==> src/rtl/prd_timer_pkg.sv <==
package prd_timer_pkg;

   typedef enum logic [1:0] {
      OP_WRITE = 2'b00,
      OP_CLEAR = 2'b01,
      OP_SET   = 2'b10,
      OP_FLIP  = 2'b11
   } wr_op_e;

   typedef enum logic [1:0] {
      SEL_CTRL   = 2'd0,
      SEL_COUNT  = 2'd1,
      SEL_PERIOD = 2'd2,
      SEL_NONE   = 2'd3
   } wr_sel_e;

   localparam int CTRL_W    = 16;
   localparam int B_ON      = 0;
   localparam int B_EXT     = 1;
   localparam int B_GATE    = 2;
   localparam int B_SYNC    = 3;
   localparam int B_PS_LO   = 4;
   localparam int B_PS_HI   = 5;
   localparam int B_FLAG    = 8;
   localparam logic [CTRL_W-1:0] CTRL_MASK = 16'h013F;

   // prescaler terminal count for each divide code
   function automatic int ps_last(input logic [1:0] code);
      case (code)
         2'b00:   return 0;
         2'b01:   return 7;
         2'b10:   return 63;
         default: return 255;
      endcase
   endfunction

endpackage

==> src/rtl/prd_timer_regop.sv <==
module prd_timer_regop #(
   parameter int W = 16
) (
   input  logic [1:0]   op,
   input  logic [W-1:0] cur,
   input  logic [W-1:0] data,
   output logic [W-1:0] result
);
   import prd_timer_pkg::*;

   generate
      if (W < 1) begin : g_bad_w
         $error("prd_timer_regop: W must be positive");
      end
   endgenerate

   always_comb begin
      case (wr_op_e'(op))
         OP_WRITE: result = data;
         OP_CLEAR: result = cur & ~data;
         OP_SET:   result = cur | data;
         default:  result = cur ^ data;
      endcase
   end
endmodule

==> src/rtl/prd_timer_edge_src.sv <==
module prd_timer_edge_src #(
   parameter int SYNC_STAGES = 2
) (
   input  logic clk,
   input  logic rst_n,
   input  logic ext_clk,
   input  logic gate_in,
   input  logic src_ext,
   input  logic sync_en,
   input  logic gate_en,
   output logic raw_tick,
   output logic gate_fall
);
   localparam int MSB = SYNC_STAGES - 1;

   generate
      if (SYNC_STAGES < 2) begin : g_bad_sync
         $error("prd_timer_edge_src: SYNC_STAGES must be at least 2");
      end
   endgenerate

   logic [MSB:0] sync_q;
   logic         sync_last_q;
   logic         raw_last_q;
   logic         gate_last_q;

   always_ff @(posedge clk or negedge rst_n) begin
      if (!rst_n) begin
         sync_q      <= '0;
         sync_last_q <= 1'b0;
         raw_last_q  <= 1'b0;
         gate_last_q <= 1'b0;
      end else begin
         sync_q      <= {sync_q[MSB-1:0], ext_clk};
         sync_last_q <= sync_q[MSB];
         raw_last_q  <= ext_clk;
         gate_last_q <= gate_in;
      end
   end

   logic sync_rise;
   logic direct_rise;
   logic gated_mode;

   assign sync_rise   = sync_q[MSB] & ~sync_last_q;
   assign direct_rise = ext_clk & ~raw_last_q;
   assign gated_mode  = ~src_ext & gate_en;

   always_comb begin
      if (src_ext)         raw_tick = sync_en ? sync_rise : direct_rise;
      else if (gate_en)    raw_tick = gate_in;
      else                 raw_tick = 1'b1;
   end

   assign gate_fall = gated_mode & gate_last_q & ~gate_in;
endmodule

==> src/rtl/prd_timer_prescaler.sv <==
module prd_timer_prescaler #(
   parameter int PS_W = 8
) (
   input  logic       clk,
   input  logic       rst_n,
   input  logic       restart,
   input  logic       raw_tick,
   input  logic [1:0] ps_code,
   output logic       tick
);
   import prd_timer_pkg::*;

   generate
      if (PS_W < 8) begin : g_bad_ps
         $error("prd_timer_prescaler: PS_W must hold a divide of 256");
      end
   endgenerate

   logic [PS_W-1:0] pre_q;
   logic [PS_W-1:0] last;
   logic            at_last;

   assign last    = PS_W'(ps_last(ps_code));
   assign at_last = (pre_q == last);
   assign tick    = ~restart & raw_tick & at_last;

   always_ff @(posedge clk or negedge rst_n) begin
      if (!rst_n)          pre_q <= '0;
      else if (restart)    pre_q <= '0;
      else if (raw_tick)   pre_q <= at_last ? '0 : pre_q + 1'b1;
   end
endmodule

==> src/rtl/prd_timer.sv <==
module prd_timer #(
   parameter int CNT_W       = 16,
   parameter int SYNC_STAGES = 2
) (
   input  logic             clk,
   input  logic             rst_n,
   input  logic             ext_clk,
   input  logic             gate_in,
   input  logic             wr_en,
   input  logic [1:0]       wr_sel,
   input  logic [1:0]       wr_op,
   input  logic [CNT_W-1:0] wr_data,
   output logic [15:0]      ctrl_o,
   output logic [CNT_W-1:0] count_o,
   output logic [CNT_W-1:0] period_o,
   output logic             evt_o
);
   import prd_timer_pkg::*;

   localparam int PS_W = 8;

   generate
      if (CNT_W < CTRL_W) begin : g_bad_cnt
         $error("prd_timer: CNT_W must be at least the control width");
      end
   endgenerate

   logic [CTRL_W-1:0] ctrl_q;
   logic [CNT_W-1:0]  count_q;
   logic [CNT_W-1:0]  period_q;

   logic wr_ctrl, wr_count, wr_period;
   assign wr_ctrl   = wr_en & (wr_sel == SEL_CTRL);
   assign wr_count  = wr_en & (wr_sel == SEL_COUNT);
   assign wr_period = wr_en & (wr_sel == SEL_PERIOD);

   logic on, src_ext, gate_en, sync_en, gated;
   assign on      = ctrl_q[B_ON];
   assign src_ext = ctrl_q[B_EXT];
   assign gate_en = ctrl_q[B_GATE];
   assign sync_en = ctrl_q[B_SYNC];
   assign gated   = ~src_ext & gate_en;

   // write operations
   logic [CTRL_W-1:0] ctrl_op;
   logic [CNT_W-1:0]  count_op;
   logic [CNT_W-1:0]  period_op;

   prd_timer_regop #(.W(CTRL_W)) u_op_ctrl (
      .op(wr_op), .cur(ctrl_q), .data(wr_data[CTRL_W-1:0]), .result(ctrl_op)
   );
   prd_timer_regop #(.W(CNT_W)) u_op_count (
      .op(wr_op), .cur(count_q), .data(wr_data), .result(count_op)
   );
   prd_timer_regop #(.W(CNT_W)) u_op_period (
      .op(wr_op), .cur(period_q), .data(wr_data), .result(period_op)
   );

   // tick generation
   logic raw_tick, gate_fall, tick, pre_restart;
   assign pre_restart = wr_ctrl | wr_count | ~on;

   prd_timer_edge_src #(.SYNC_STAGES(SYNC_STAGES)) u_src (
      .clk(clk), .rst_n(rst_n), .ext_clk(ext_clk), .gate_in(gate_in),
      .src_ext(src_ext), .sync_en(sync_en), .gate_en(gate_en),
      .raw_tick(raw_tick), .gate_fall(gate_fall)
   );

   prd_timer_prescaler #(.PS_W(PS_W)) u_pre (
      .clk(clk), .rst_n(rst_n), .restart(pre_restart), .raw_tick(raw_tick),
      .ps_code(ctrl_q[B_PS_HI:B_PS_LO]), .tick(tick)
   );

   // counter, period match and flag
   logic match, advance, period_evt, hw_set;
   assign match      = (count_q == period_q);
   assign advance    = on & tick & ~wr_count;
   assign period_evt = advance & match & ~gated;
   assign hw_set     = period_evt | (on & gate_fall);

   logic [CTRL_W-1:0] ctrl_d;
   logic [CNT_W-1:0]  count_d;

   always_comb begin
      ctrl_d = ctrl_q;
      if (wr_ctrl) ctrl_d = ctrl_op & CTRL_MASK;
      if (hw_set)  ctrl_d[B_FLAG] = 1'b1;
   end

   always_comb begin
      if (wr_count)     count_d = count_op;
      else if (advance) count_d = match ? '0 : count_q + 1'b1;
      else              count_d = count_q;
   end

   always_ff @(posedge clk or negedge rst_n) begin
      if (!rst_n) begin
         ctrl_q   <= '0;
         count_q  <= '0;
         period_q <= '0;
      end else begin
         ctrl_q  <= ctrl_d;
         count_q <= count_d;
         if (wr_period) period_q <= period_op;
      end
   end

   assign ctrl_o   = ctrl_q;
   assign count_o  = count_q;
   assign period_o = period_q;
   assign evt_o    = ctrl_q[B_FLAG];
endmodule

==> config.mk <==
export PLATFORM = sky130hd
export DESIGN_NAME = prd_timer
export DESIGN_NICKNAME = d
export VERILOG_FILES = /design/src/rtl/prd_timer_pkg.sv /design/src/rtl/prd_timer_regop.sv /design/src/rtl/prd_timer_edge_src.sv /design/src/rtl/prd_timer_prescaler.sv /design/src/rtl/prd_timer.sv
export SDC_FILE = /design/constraint.sdc
export NUM_CORES = 1
export LEC_CHECK = 0
export BUFFER_PORTS_ARGS = -buffer_cell sky130_fd_sc_hd__buf_2
export CELL_PAD_IN_SITES_DETAIL_PLACEMENT = 1
export CELL_PAD_IN_SITES_GLOBAL_PLACEMENT = 2
export CORE_ASPECT_RATIO = 1.25
export CORE_MARGIN = 5
export CORE_UTILIZATION = 30
export CTS_BUF_LIST = sky130_fd_sc_hd__clkbuf_16
export CTS_CLUSTER_DIAMETER = 50
export DETAILED_ROUTE_END_ITERATION = 7
export PLACE_DENSITY = 0.82
export SYNTH_ARGS = -nofsm -noshare
export SYNTH_HDL_FRONTEND = slang
export SYNTH_SLANG_ARGS = --single-unit
==> constraint.sdc <==
create_clock -name clk -period 2.7 [get_ports clk]
set_input_delay 0.27 -clock clk [delete_from_list [all_inputs] [get_ports clk]]
set_output_delay 0.27 -clock clk [all_outputs]
set_load 0.1 [all_outputs]
Word-level counts from Yosys, hierarchy flattened:

Index checks and enable logic that the tools add are counted.

* add/subtract/negate cells: 2
* equality and inequality tests: 8
* multiplexer cells: 15
* bitwise logic cells: 36
* reductions and logical operators: 6

Operators with widths (number)
* $pmux 16 s3: 2
* $mux 16: 3
* $and 16x16->16: 2
* $or 16x16->16: 2
* $xor 16x16->16: 2
* $pmux 9 s3: 1
* $mux 8: 3
* $pmux 8 s3: 1
* $add 16x1->16 const B: 1
* $eq 16x16->1: 1
* $not 16->16: 1
* $and 1x1->1: 15
* $and 9x9->9: 1
* $mux 9: 1
* $or 9x9->9: 1
* $xor 9x9->9: 1
* $add 8x1->8 const B: 1
* $eq 8x8->1: 1
* $not 1->1: 8
* $eq 2x1->1 const B: 3
* $eq 2x2->1 const B: 3
* $logic_not 2->1: 3
* $reduce_bool 2->1: 3
* $mux 1: 4
* $or 1x1->1: 3

* flip-flop bits (word level): 52
* output and inout port bits: 49

Longest topological paths before layout:

Gate-level depths: netlist of run 1.

* word-level depth: 13
* mapped depth: 8
* gate-level depth less buffers: 7

Hierarchy:

From an unflattened synthesis of run 1, not the netlist that was laid out.

* cell total of the unflattened synthesis: 567
* area total of the unflattened synthesis: 5931.9 um2

Modules (own cells, without submodules)
* prd_timer: times used 1, cells an instance 202, area an instance 2158.3 um2, sequential area each 975.9 um2
* prd_timer_regop (u_op_ctrl): times used 1, cells an instance 100, area an instance 1039.7 um2, sequential area each 0.0 um2
* prd_timer_regop (u_op_period): times used 1, cells an instance 100, area an instance 1038.5 um2, sequential area each 0.0 um2
* prd_timer_regop (u_op_count): times used 1, cells an instance 100, area an instance 1027.2 um2, sequential area each 0.0 um2
* prd_timer_prescaler: times used 1, cells an instance 56, area an instance 518.0 um2, sequential area each 200.2 um2
* prd_timer_edge_src: times used 1, cells an instance 9, area an instance 150.1 um2, sequential area each 100.1 um2

Worst setup path after synthesis of run 1:

OpenSTA, ideal clock, no wires.

* kind: register to register
* start point: register ctrl_q[5] (netlist: ctrl_o[5])
* end point: register count_q[3] (netlist: count_o[3])
* setup time: 0.084 ns
* arrival time: 2.715 ns
* setup slack: -0.099 ns
* stages on the path, launching flop included: 8
* clock period less this slack: 2.799 ns
* cell sequence: dfrtp_1 -> or4_1 -> o22ai_2 -> o221ai_2 -> or3_1 -> buf_2 -> o32a_1 -> o21ai_0

* word-level cells in the longest chain between the ends: 7
* elaborated cells between the ends (all ways): 9

Ends and longest elaborated chain
* start: declaration: line prd_timer.sv:28 `logic [CTRL_W-1:0] ctrl_q;`
* start signal: assignment: line prd_timer.sv:102 `ctrl_q <= ctrl_d;`
* $eq 2x2->1 (tied with other cells): line prd_timer_pkg.sv:29 `case (code)`
* $pmux 8 s3 (*): line prd_timer_pkg.sv:29
* $eq 8x8->1 (*): line prd_timer_prescaler.sv:24 `assign at_last = (pre_q == last);`
* $and 1x1->1 (*): line prd_timer_prescaler.sv:25 `assign tick = ~restart & raw_tick & at_last;`
* $and 1x1->1 (*) (2 in a row): line prd_timer.sv:77 `assign advance = on & tick & ~wr_count;`
* $reduce_bool 2->1 (no line) (*)
* end signal: assignment: line prd_timer.sv:103 `count_q <= count_d;`
* end: declaration: line prd_timer.sv:29 `logic [CNT_W-1:0] count_q;`

Every way passes the cells marked *; elsewhere a longest branch is shown, timed or not.
A chain may end at the register's enable or synchronous reset.

Final worst setup path of run 1:

* start point: register ctrl_q[3] (netlist: ctrl_o[3])
* end point: register count_q[3] (netlist: count_o[3])

* word-level cells in the longest chain between the ends: 7

Ends and longest elaborated chain
* $mux 1 (2 in a row): line prd_timer_edge_src.sv:50 `if (src_ext) raw_tick = sync_en ? sync_rise : direct_rise;`
* $and 1x1->1 (2 in a row): line prd_timer_prescaler.sv:25
* $and 1x1->1 (2 in a row): line prd_timer.sv:77
* $reduce_bool 2->1 (no line)

Every way passes these cells.

==> summary.md, run 1 <==
| Metric | Value |
|---|---|
| WHS Endpoint | `u_src.sync_q[0]` |
| Overall routed net length | `14700 microns` |
| Worst slew pin tran | `727 ps` |
| R2R depth | `6` |
| Clk root buf | `clkbuf_16` |
| Fin crit period | `~2500 ps` |
| Vias | `4265` |
| P&R area growth vs syn | `15.0%` |
| Register area | `roughly 1300 sq um` |
| Worst vdd ir | `0.519 mV` |
| Sequential share of the synthesized area | `between 20% and 30%` |
| First DRT Iteration DRCs | `approximately 160` |
| Ranking of synthesized cells by area | `dfrtp_1, ha_1, a211oi_1` |
| CP max FO | `7` |
| Clock sink count | `between 50 and 60` |
| CP Launch Type | `register` |
| Core region area | `about 16000 sq um` |
| Max clock buf depth | `2` |
| H-tree levels | `2` |
| Via density | `about 5.2` |
| Drt pass-1 iters | `6` |
| Post-CTS resize count | `0` |
| CTS tree | `built` |
| Worst reg2reg startpoint | `ctrl_o[3]` |
| Drt drc | `0` |
| Maximum number of pins on one net before global-route repair | `52` |
| EDFF count, synth | `0` |
| Hold Violations, Final | `0` |
| Fin Setup TNS | `0 ps` |
| Final instance area | `between 5000 and 6000 sq um` |
| Pwr Total | `~4200 uW` |
| Global placement routability congestion | `between 0.8 and 0.9` |
| Post-Syn Area per Cell | `~8.9 sq um` |
| Setup ws final | `190 ps` |
| Endpoints failing setup | `0` |
| TritonCTS buffer count | `5` |
| Status | `finished clean` |
| Routed len/inst | `approximately 18 microns` |
| Min Hold Slack | `approximately 90 ps` |
| Antenna fix cells | `0` |
| Clk_skew | `~6.5 ps` |
| Final Max Slew Viols | `0` |
| Clk Latency, worst-skew pair | `300 ps` |
| Most frequent cells in the layout | `ha_1, buf_2, inv_1, a211oi_1, dfrtp_1` |
| Num ports | `74` |
| Row cnt | `between 50 and 60` |
| Worst path arrival time | `2730 ps` |
| Filler cells | `slightly below 2000` |
| CP required | `a little under 3000 ps` |
| Seq cells post-synth | `slightly above 50` |
| Chip Width | `roughly 120 microns` |
| Crit end category | `register` |
| Input/output buffers | `64` |
| Die area | `~19000 sq um` |
| Area share of the largest cell type after synthesis | `between 20% and 30%` |
| Dpl cell area | `about 5500 sq um` |
| PwrDens | `between 700 and 800 nW/um^2` |
| Yosys warning count | `0` |
| Vias in the first global route | `4796` |
| Hold path depth | `1` |
| Worst R2R End | `count_o[3]` |
| CTS clock-pin slew for the worst setup and hold paths | `roughly 80 ps` |
| Post-synth top area cell | `dfrtp_1` |
| Place WS | `212 ps` |
| RSZ-0062 raised after global routing | `false` |
| R2R setup slack | `190 ps` |
| Leak Pwr | `between 0.002 and 0.003 uW` |
| Synth async-reset ratio | `100%` |
| Antenna violations before repair | `0` |
| HPWL after DPL | `approximately 11000 microns` |
| Total grt overflow | `0` |
| Ys flop type | `dfrtp_1` |
| Die height | `~150 microns` |
| WS Path Type | `reg2reg` |
| CTS Hold Bufs | `0` |
| Share of layout cells above drive strength 1 | `approximately 23%` |
| Cell area after synthesis | `4880 sq um` |
| Initial Util | `30.3%` |
| Period utilisation layout | `a little over 90%` |
| Commonest non-fill, non-tap cell in the layout | `ha_1` |
| Global-route wire length before repair | `24500 microns` |
| Hold Startpoint | `ext_clk` |
| FMAX | `0.398 GHz` |
| CP startpoint | `ctrl_o[3]` |
| Final ANT Viol Nets | `0` |
| Total GRT Usage | `roughly 16%` |
| Hold Path Class | `in2reg` |
| Rel. slew slack | `between 50% and 60%` |
| Syn Inst Count | `between 500 and 600` |
| Max-Cap Viols | `0` |
| Area of the multi-input gates | `between 3000 and 4000 sq um` |
| Post-CTS Setup Repair Bufs | `0` |
| Nets | `around 710` |
| Cell variety after synth | `slightly below 50` |
## logic make-up (layout without fill, tap and decap cells)
logic type                 count (synthesis)  in the layout  share of synthesized area [%]
and+or+nand+nor                          104            104                           10.4
muxes                                     40             40                           10.5
adders and majority gates                 80             80                           20.5
buffers and inverters                    102            155                           8.90
DFF                                       51             51                           26.2
xor gates and xnor gates                  18             18                           3.23
other                                      1              9                         0.0769
AOI/OAI and AO/OA                        151            151                           20.2
## routing by layer
layer  part of all wire (%)  vias to the layer above  GRT usage [%]
met5                      0                        -              0
met4                    1.1                        0           3.39
met3                    3.1                        7           2.41
met2                     54                       65           29.3
met1                     42                     2139           19.5
li1                       -                     2054              -
## worst max path at each step
stage / endpoint / slack (ps) / cells after the start
floorplan: count_o[1] / 30 / 7
global placement: count_o[13] / 310 / 6
detailed placement: count_o[3] / 210 / 6
CTS: count_o[3] / 180 / 6
global route: count_o[3] / 50 / 6
finish: count_o[3] / 190 / 6
## layout make-up
type | count | area share, %
clock buffer | 5 | 2.23
clock inverter | 3 | 0.424
inverter | 62 | 4.15
multi-input combinational | 402 | 57.0
sequential | 51 | 22.8
tap | 216 | 4.82
timing repair buffer | 85 | 8.57
## flip-flops by register name, summed over array words and instances, names as in the netlist
signal	flops
u_src.sync_q	2
u_src.sync_last_q	1
period_o	16
u_src.gate_last_q	1
count_o	16
u_pre.pre_q	8
ctrl_o	7
## worst max-delay path, cell delays in order, from the launching register on
cell and delay, ps:
dfrtp_1 390, or3b_2 480, a31oi_1 320, nand3_1 240, or3_1 550, o32a_1 380, o21ai_0 80
## through the flow
stage	utilization (%)	instances
after floorplan	-	555
after global placement	34.0	816
after detailed placement	34.0	816
after CTS	34.9	824
after global routing	34.9	824
final	34.9	824
## cell usage after synthesis (all sizes together), types with 18 or more instances
cell type	number
ha	80
inv	62
dfrtp	51
a211oi	50
a21oi	47
nor2	38
mux2	31
o21ai	23
clkbuf	21
buf	19
nand2	18
xnor2	18
## where the power goes
part           switching, uW  internal [uW]  total [uW]
clock network            342            349         691
registers                245            910        1150
logic                   1760            589        2350
(Power assumes the default switching activity.)
==> run 2: changes to the inputs <==
--- a/config.mk
+++ b/config.mk
@@ -5,7 +5,7 @@
 export SDC_FILE = /design/constraint.sdc
 export NUM_CORES = 1
 export LEC_CHECK = 0
-export BUFFER_PORTS_ARGS = -buffer_cell sky130_fd_sc_hd__buf_2
+export BUFFER_PORTS_ARGS = -buffer_cell sky130_fd_sc_hd__clkbuf_2
 export CELL_PAD_IN_SITES_DETAIL_PLACEMENT = 1
 export CELL_PAD_IN_SITES_GLOBAL_PLACEMENT = 2
 export CORE_ASPECT_RATIO = 1.25
@@ -14,7 +14,7 @@
 export CTS_BUF_LIST = sky130_fd_sc_hd__clkbuf_16
 export CTS_CLUSTER_DIAMETER = 50
 export DETAILED_ROUTE_END_ITERATION = 7
-export PLACE_DENSITY = 0.82
+export PLACE_DENSITY = 0.85
 export SYNTH_ARGS = -nofsm -noshare
 export SYNTH_HDL_FRONTEND = slang
 export SYNTH_SLANG_ARGS = --single-unit
==> constraint.sdc (replaced) <==
create_clock -name clk -period 2.1 [get_ports clk]
set_input_delay 0.21 -clock clk [delete_from_list [all_inputs] [get_ports clk]]
set_output_delay 0.21 -clock clk [all_outputs]
set_load 0.1 [all_outputs]
==> run 2 against run 1 <==
Compared with the run above: the run now ends with setup timing left; sequential power is 27% higher; first-iteration DRC count is 8.3% higher; total power is 36% higher; routed wire length is 4.9% higher; global-route usage is 0.57 points higher; critical endpoint is now count_o[10]; highest routed layer unchanged.
==> summary.md, run 2 (synthesis gave the netlist of run 1 again) <==
| Metric | Value |
|---|---|
| Global placement routability congestion | `0.821 (was 0.822)` |
| Max clock buf depth | `2 (unchanged)` |
| Final ANT Viol Nets | `0 (unchanged)` |
| Row cnt | `52 (unchanged)` |
| WS Path Type | `reg2reg (unchanged)` |
| Share of layout cells above drive strength 1 | `34.5% (was 23.2%)` |
| Antenna violations before repair | `0 (unchanged)` |
| Period utilisation layout | `105% (was 93.0%)` |
| Final Max Slew Viols | `0 (unchanged)` |
| Crit end category | `register (unchanged)` |
| Final std cells w/o fill | `854 (was 824)` |
| Initial Util | `30.3% (unchanged)` |
| CP Launch Type | `register (unchanged)` |
| Total GRT Usage | `16.6% (was 16.0%)` |
| Total grt overflow | `0 (unchanged)` |
| Critical Path Slowest Stage Cell | `or4_4 (was or3_1)` |
| Num ports | `74 (unchanged)` |
| Worst vdd ir | `0.421 mV (was 0.519 mV)` |
| PwrDens | `940 nW/um^2 (was 748 nW/um^2)` |
| Nets | `742 (was 712)` |
| Via density | `5.18 (about the same)` |
| Max-Cap Viols | `0 (unchanged)` |
| CTS Hold Bufs | `0 (unchanged)` |
| Antenna fix cells | `0 (unchanged)` |
| Die height | `153 microns (unchanged)` |
| Chip Width | `124 microns (unchanged)` |
| Maximum number of pins on one net before global-route repair | `52 (unchanged)` |
| CP max FO | `5 (was 7)` |
| Most used cell along the critical path | `buf_6` |
| Input/output buffers | `64 (unchanged)` |
| Final instance area | `6080 sq um (was 5610 sq um)` |
| Clk root buf | `clkbuf_16 (unchanged)` |
| Status | `finished, violations left (was finished clean)` |
| CTS tree | `built (unchanged)` |
| Worst slew pin tran | `741 ps (was 727 ps)` |
| Violated checks | `setup timing` |
| HPWL after DPL | `11900 microns (was 11300 microns)` |
| Hold Path Class | `in2reg (unchanged)` |
| Rel. slew slack | `50.6% (was 51.5%)` |
| Endpoints failing setup | `15 (was 0)` |
| Drt pass-1 iters | `4 (was 6)` |
| Global-route wire length before repair | `25200 microns (was 24500 microns)` |
| Vias | `4425 (was 4265)` |
| RSZ-0062 raised after global routing | `true (was false)` |
| Commonest non-fill, non-tap cell in the layout | `ha_1 (unchanged)` |
| TritonCTS buffer count | `5 (unchanged)` |
| Vias in the first global route | `4991 (was 4796)` |
| Leak Pwr | `0.00283 uW (was 0.00262 uW)` |
| Clk Latency, worst-skew pair | `300 ps (about the same)` |
| Drt drc | `0 (unchanged)` |
| Placed Cells | `842 (was 816)` |
| First DRT Iteration DRCs | `169 (was 156)` |
| Most frequent cells in the layout | `ha_1, clkbuf_2, inv_1, a211oi_1 (was ha_1, buf_2, inv_1, a211oi_1, dfrtp_1)` |
| Worst path arrival time | `2410 ps (was 2730 ps)` |
| Die area | `18900 sq um (unchanged)` |
| Clock sink count | `51 (unchanged)` |
| Hold Violations, Final | `0 (unchanged)` |
| Routed len/inst | `18.1 microns (was 17.8 microns)` |
| Max stage delay on crit path | `500 ps (was 550 ps)` |
| FMAX | `0.456 GHz (was 0.398 GHz)` |
| Core region area | `16100 sq um (unchanged)` |
| Final core utilization | `37.9% (was 34.9%)` |
| Setup ws final | `-94.7 ps (was 190 ps)` |
| Dpl cell area | `5720 sq um (was 5460 sq um)` |
| Clk_skew | `6.79 ps (was 6.45 ps)` |
| H-tree levels | `2 (unchanged)` |
| Pwr Total | `5720 uW (was 4190 uW)` |
| Worst-path cell chain | `or4_4 -> o22ai_4 -> o221ai_4 -> buf_6 -> nor3_4 -> buf_6 -> nand4_1 -> a31oi_1 (was or3b_2 -> a31oi_1 -> nand3_1 -> or3_1 -> o32a_1 -> o21ai_0)` |
| Fin crit period | `2190 ps (was 2510 ps)` |
| Overall routed net length | `15400 microns (was 14700 microns)` |
| CTS clock-pin slew for the worst setup and hold paths | `80 ps (about the same)` |
| P&R area growth vs syn | `24.8% (was 15.0%)` |
| Place WS | `-220 ps (was 212 ps)` |
| CP required | `2320 ps (was 2920 ps)` |
[run 2: changes by cell type in the layout (fill, tap and decap cells not counted), moves of 6 or more]
cell      change
o21ai_1       +8
o21ai_0      -11
buf_2        -63
dfrtp_2      +24
buf_4        +23
dfrtp_1      -28
clkbuf_2     +63
buf_6         +6
[run 2: metrics by stage]
stage	TNS [ps]	hold WS (ps)
after floorplan	-4280	-85.6
after global placement	-1770	342
after detailed placement	-3410	346
after CTS	-881	29.5
after global routing	-2810	22.6
final	-870	34.9
[run 2: worst max-delay path: cells and delay by family (launching register included)]
family,cells,cell delay [ps]
AO/OA/AOI/OAI,3,510
AND/OR/NAND/NOR,3,830
flip-flops,1,480
buffers and inverters,2,310
[run 2: path summary, 6_finish.rpt]
path                       cells after the start               to  slack [ps]             from
min                                            1  u_src.sync_q[0]          30          ext_clk
max reg2reg                                    8      count_o[10]         -90        ctrl_o[4]
max                                            8      count_o[10]         -90        ctrl_o[4]
min in group asynchronous                      2      period_o[7]          40            rst_n
min reg2reg                                    0  u_src.sync_q[1]         380  u_src.sync_q[0]
max in group asynchronous                      2        ctrl_o[5]        1470            rst_n
[run 2: layout make-up]
cell class | count | area [sq um]
sequential | 51 | 1330
clock inverter | 3 | 20.0
tap | 216 | 270
multi-input combinational | 402 | 3370
clock buffer | 5 | 125
inverter | 62 | 233
fill | 1888 | 9990
timing repair buffer | 115 | 741
[run 2: power breakdown]
group	total, uW	switching [uW]	internal, uW	leakage [uW]
combinational	3410	2460	948	0.00219
sequential	1460	257	1210	0.000572
clock	848	406	441	0.0000674
total	5720	3120	2590	0.00283
[run 2: timing repair]
action | 4_1_cts | 5_1_grt
buffers inserted | 1 | 2
cloned | 1 | 0
setup endpoints to repair | 22 | 19
pin swaps | 11 | 11
resized for setup | 25 | 17
[run 2: per-layer routing]
layer | part of all wire (%) | vias to the layer above | track usage, %
met5 | 0 | - | 0
met4 | 1.6 | 0 | 4.18
met3 | 3.0 | 15 | 2.27
met2 | 53 | 76 | 31.2
met1 | 42 | 2218 | 19.3
li1 | - | 2116 | -
==> run 3: changes to the inputs <==
--- a/config.mk
+++ b/config.mk
@@ -5,16 +5,16 @@
 export SDC_FILE = /design/constraint.sdc
 export NUM_CORES = 1
 export LEC_CHECK = 0
-export BUFFER_PORTS_ARGS = -buffer_cell sky130_fd_sc_hd__clkbuf_2
 export CELL_PAD_IN_SITES_DETAIL_PLACEMENT = 1
 export CELL_PAD_IN_SITES_GLOBAL_PLACEMENT = 2
 export CORE_ASPECT_RATIO = 1.25
-export CORE_MARGIN = 5
 export CORE_UTILIZATION = 30
 export CTS_BUF_LIST = sky130_fd_sc_hd__clkbuf_16
 export CTS_CLUSTER_DIAMETER = 50
+export CTS_CLUSTER_SIZE = 40
 export DETAILED_ROUTE_END_ITERATION = 7
-export PLACE_DENSITY = 0.85
+export DONT_BUFFER_PORTS = 1
+export PLACE_DENSITY = 0.78
 export SYNTH_ARGS = -nofsm -noshare
 export SYNTH_HDL_FRONTEND = slang
 export SYNTH_SLANG_ARGS = --single-unit
==> run 3 against run 2 <==
Compared with the run above: the flow still finishes with violations (setup timing); count of clock-buffer cells in the layout unchanged; cell count shrank 4.9%; die area is 11% lower; combinational power is 2% lower; sequential share of layout area grew 0.38 points; final area shrank 1.7%; core utilization grew 0.083 points; highest routed layer unchanged; largest cell class unchanged; critical path depth up 1; clock skew increased by 0.88 ps; sequential cell count is the same; worst setup slack got worse by 42 ps.
==> summary.md, run 3 (synthesis gave the netlist of run 1 again) <==
| Metric | Value |
|---|---|
| Status | `finished, violations left (unchanged)` |
| Violated checks | `setup timing (unchanged)` |
| Share of layout cells above drive strength 1 | `29.2% (was 34.5%)` |
| FMAX | `0.447 GHz (was 0.456 GHz)` |
| Max clock buf depth | `2 (unchanged)` |
| H-tree levels | `2 (unchanged)` |
| PwrDens | `958 nW/um^2 (was 940 nW/um^2)` |
| Worst path arrival time | `2460 ps (was 2410 ps)` |
| RSZ-0062 raised after global routing | `true (unchanged)` |
| Core region area | `15800 sq um (was 16100 sq um)` |
| Clk_skew | `7.67 ps (was 6.79 ps)` |
| P&R area growth vs syn | `22.6% (was 24.8%)` |
| Global placement routability congestion | `0.811 (was 0.821)` |
| CTS tree | `built (unchanged)` |
| Setup ws final | `-137 ps (was -94.7 ps)` |
| Period utilisation layout | `107% (was 105%)` |
| Via density | `5.31 (was 5.18)` |
| Initial Util | `30.9% (was 30.3%)` |
| Worst vdd ir | `0.351 mV (was 0.421 mV)` |
| Vias | `4315 (was 4425)` |
| CP required | `2320 ps (about the same)` |
| Endpoints failing setup | `15 (unchanged)` |
| Most frequent cells in the layout | `ha_1, buf_4, inv_1, a211oi_1, a21oi_1 (was ha_1, clkbuf_2, inv_1, a211oi_1)` |
| Clk root buf | `clkbuf_16 (unchanged)` |
| Num ports | `74 (unchanged)` |
| Clk Latency, worst-skew pair | `310 ps (was 300 ps)` |
| CP Launch Type | `register (unchanged)` |
| Nets | `704 (was 742)` |
| Total grt overflow | `0 (unchanged)` |
| Hold Path Class | `in2reg (unchanged)` |
| CTS clock-pin slew for the worst setup and hold paths | `70 ps (was 80 ps)` |
| Row cnt | `51 (was 52)` |
| Filler cells | `1854 (was 1888)` |
| Final core utilization | `37.9% (about the same)` |
| WS Path Type | `reg2reg (unchanged)` |
| Routed len/inst | `18.4 microns (was 18.1 microns)` |
| Fin crit period | `2240 ps (was 2190 ps)` |
| Drt pass-1 iters | `4 (unchanged)` |
| Input/output buffers | `0 (was 64)` |
| Rel. slew slack | `66.9% (was 50.6%)` |
| Commonest non-fill, non-tap cell in the layout | `ha_1 (unchanged)` |
| Maximum number of pins on one net before global-route repair | `86 (was 52)` |
| Overall routed net length | `14900 microns (was 15400 microns)` |
| Clock sink count | `51 (unchanged)` |
| Die area | `16800 sq um (was 18900 sq um)` |
| CP max FO | `7 (was 5)` |
| Final ANT Viol Nets | `0 (unchanged)` |
| Antenna fix cells | `0 (unchanged)` |
| Worst slew pin tran | `495 ps (was 741 ps)` |
| TritonCTS buffer count | `5 (unchanged)` |
| Fin Setup TNS | `-1240 ps (was -870 ps)` |
| Min Hold Slack | `107 ps (was 34.9 ps)` |
| Crit end category | `register (unchanged)` |
| Area of the multi-input gates | `3360 sq um (was 3370 sq um)` |
| Chip Width | `116 microns (was 124 microns)` |
| Die height | `145 microns (was 153 microns)` |
| Final Max Slew Viols | `0 (unchanged)` |
| Total GRT Usage | `18.6% (was 16.6%)` |
| Antenna violations before repair | `0 (unchanged)` |
| Global-route wire length before repair | `24100 microns (was 25200 microns)` |
| Max-Cap Viols | `0 (unchanged)` |
| Drt drc | `0 (unchanged)` |
| First DRT Iteration DRCs | `161 (was 169)` |
| Hold Violations, Final | `0 (unchanged)` |
| HPWL after DPL | `11000 microns (was 11900 microns)` |
| Register area | `1330 sq um (unchanged)` |
| Vias in the first global route | `4742 (was 4991)` |
| Leak Pwr | `0.00271 uW (was 0.00283 uW)` |
==> run 3: layout make-up <==
class / instances / share of cell area, %
Multi-Input combinational cell: 402 / 56.2
Sequential cell: 51 / 22.2
Timing Repair Buffer: 77 / 10.6
Tap cell: 212 / 4.44
Inverter: 62 / 3.89
Clock buffer: 5 / 2.09
Clock inverter: 3 / 0.649
==> run 3: stage by stage <==
stage	setup WS (ps)	cell area [sq um]	cells	power [uW]
floorplan	-371	4980	555	3880
global placement	-240	5540	794	4530
finish	-137	5980	812	5730
global route	-224	5980	812	6040
detailed placement	-261	5540	794	4650
CTS	-78.2	5850	807	5730
==> run 3: where the power goes <==
group          switching, uW  total (uW)  leakage, uW  internal [uW]
Combinational           2390        3340      0.00206            947
Clock                    415         974    0.0000812            558
Sequential               211        1420     0.000572           1200
Total                   3020        5730      0.00271           2710
==> run 3: layer usage <==
layer | GRT usage (%) | up-vias | part of all wire [%]
met2 | 35.8 | 59 | 54
met5 | 0 | - | 0
met4 | 5.47 | 0 | 1.3
met3 | 3.10 | 13 | 3.6
met1 | 20.5 | 2187 | 41
li1 | - | 2056 | -
==> run 3: worst paths after layout <==
path | start | slack, ps | to | cells past startpoint
max | ctrl_o[5] | -140 | count_o[12] | 9
min | wr_op[0] | 110 | period_o[12] | 2
max reg2reg | ctrl_o[5] | -140 | count_o[12] | 9
min reg2reg | u_src.sync_q[0] | 380 | u_src.sync_q[1] | 0
max in group asynchronous | rst_n | 1410 | period_o[10] | 2
min in group asynchronous | rst_n | 420 | ctrl_o[3] | 2
==> run 3: critical path, stage by stage, from the launching register on <==
cell	delay [ps]
dfrtp_4	480
or4_4	500
o22ai_4	190
o221ai_4	130
buf_6	150
nor3_4	200
buf_4	140
buf_6	120
a211oi_1	70
o21ai_1	170
==> run 3: timing repair <==
action	4_1_cts	5_1_grt
hold buffers	4	0
hold endpoints to repair	53	0
pin swaps	11	13
buffers inserted	1	5
endpoints found under the setup margin	19	20
gates resized for setup	17	18
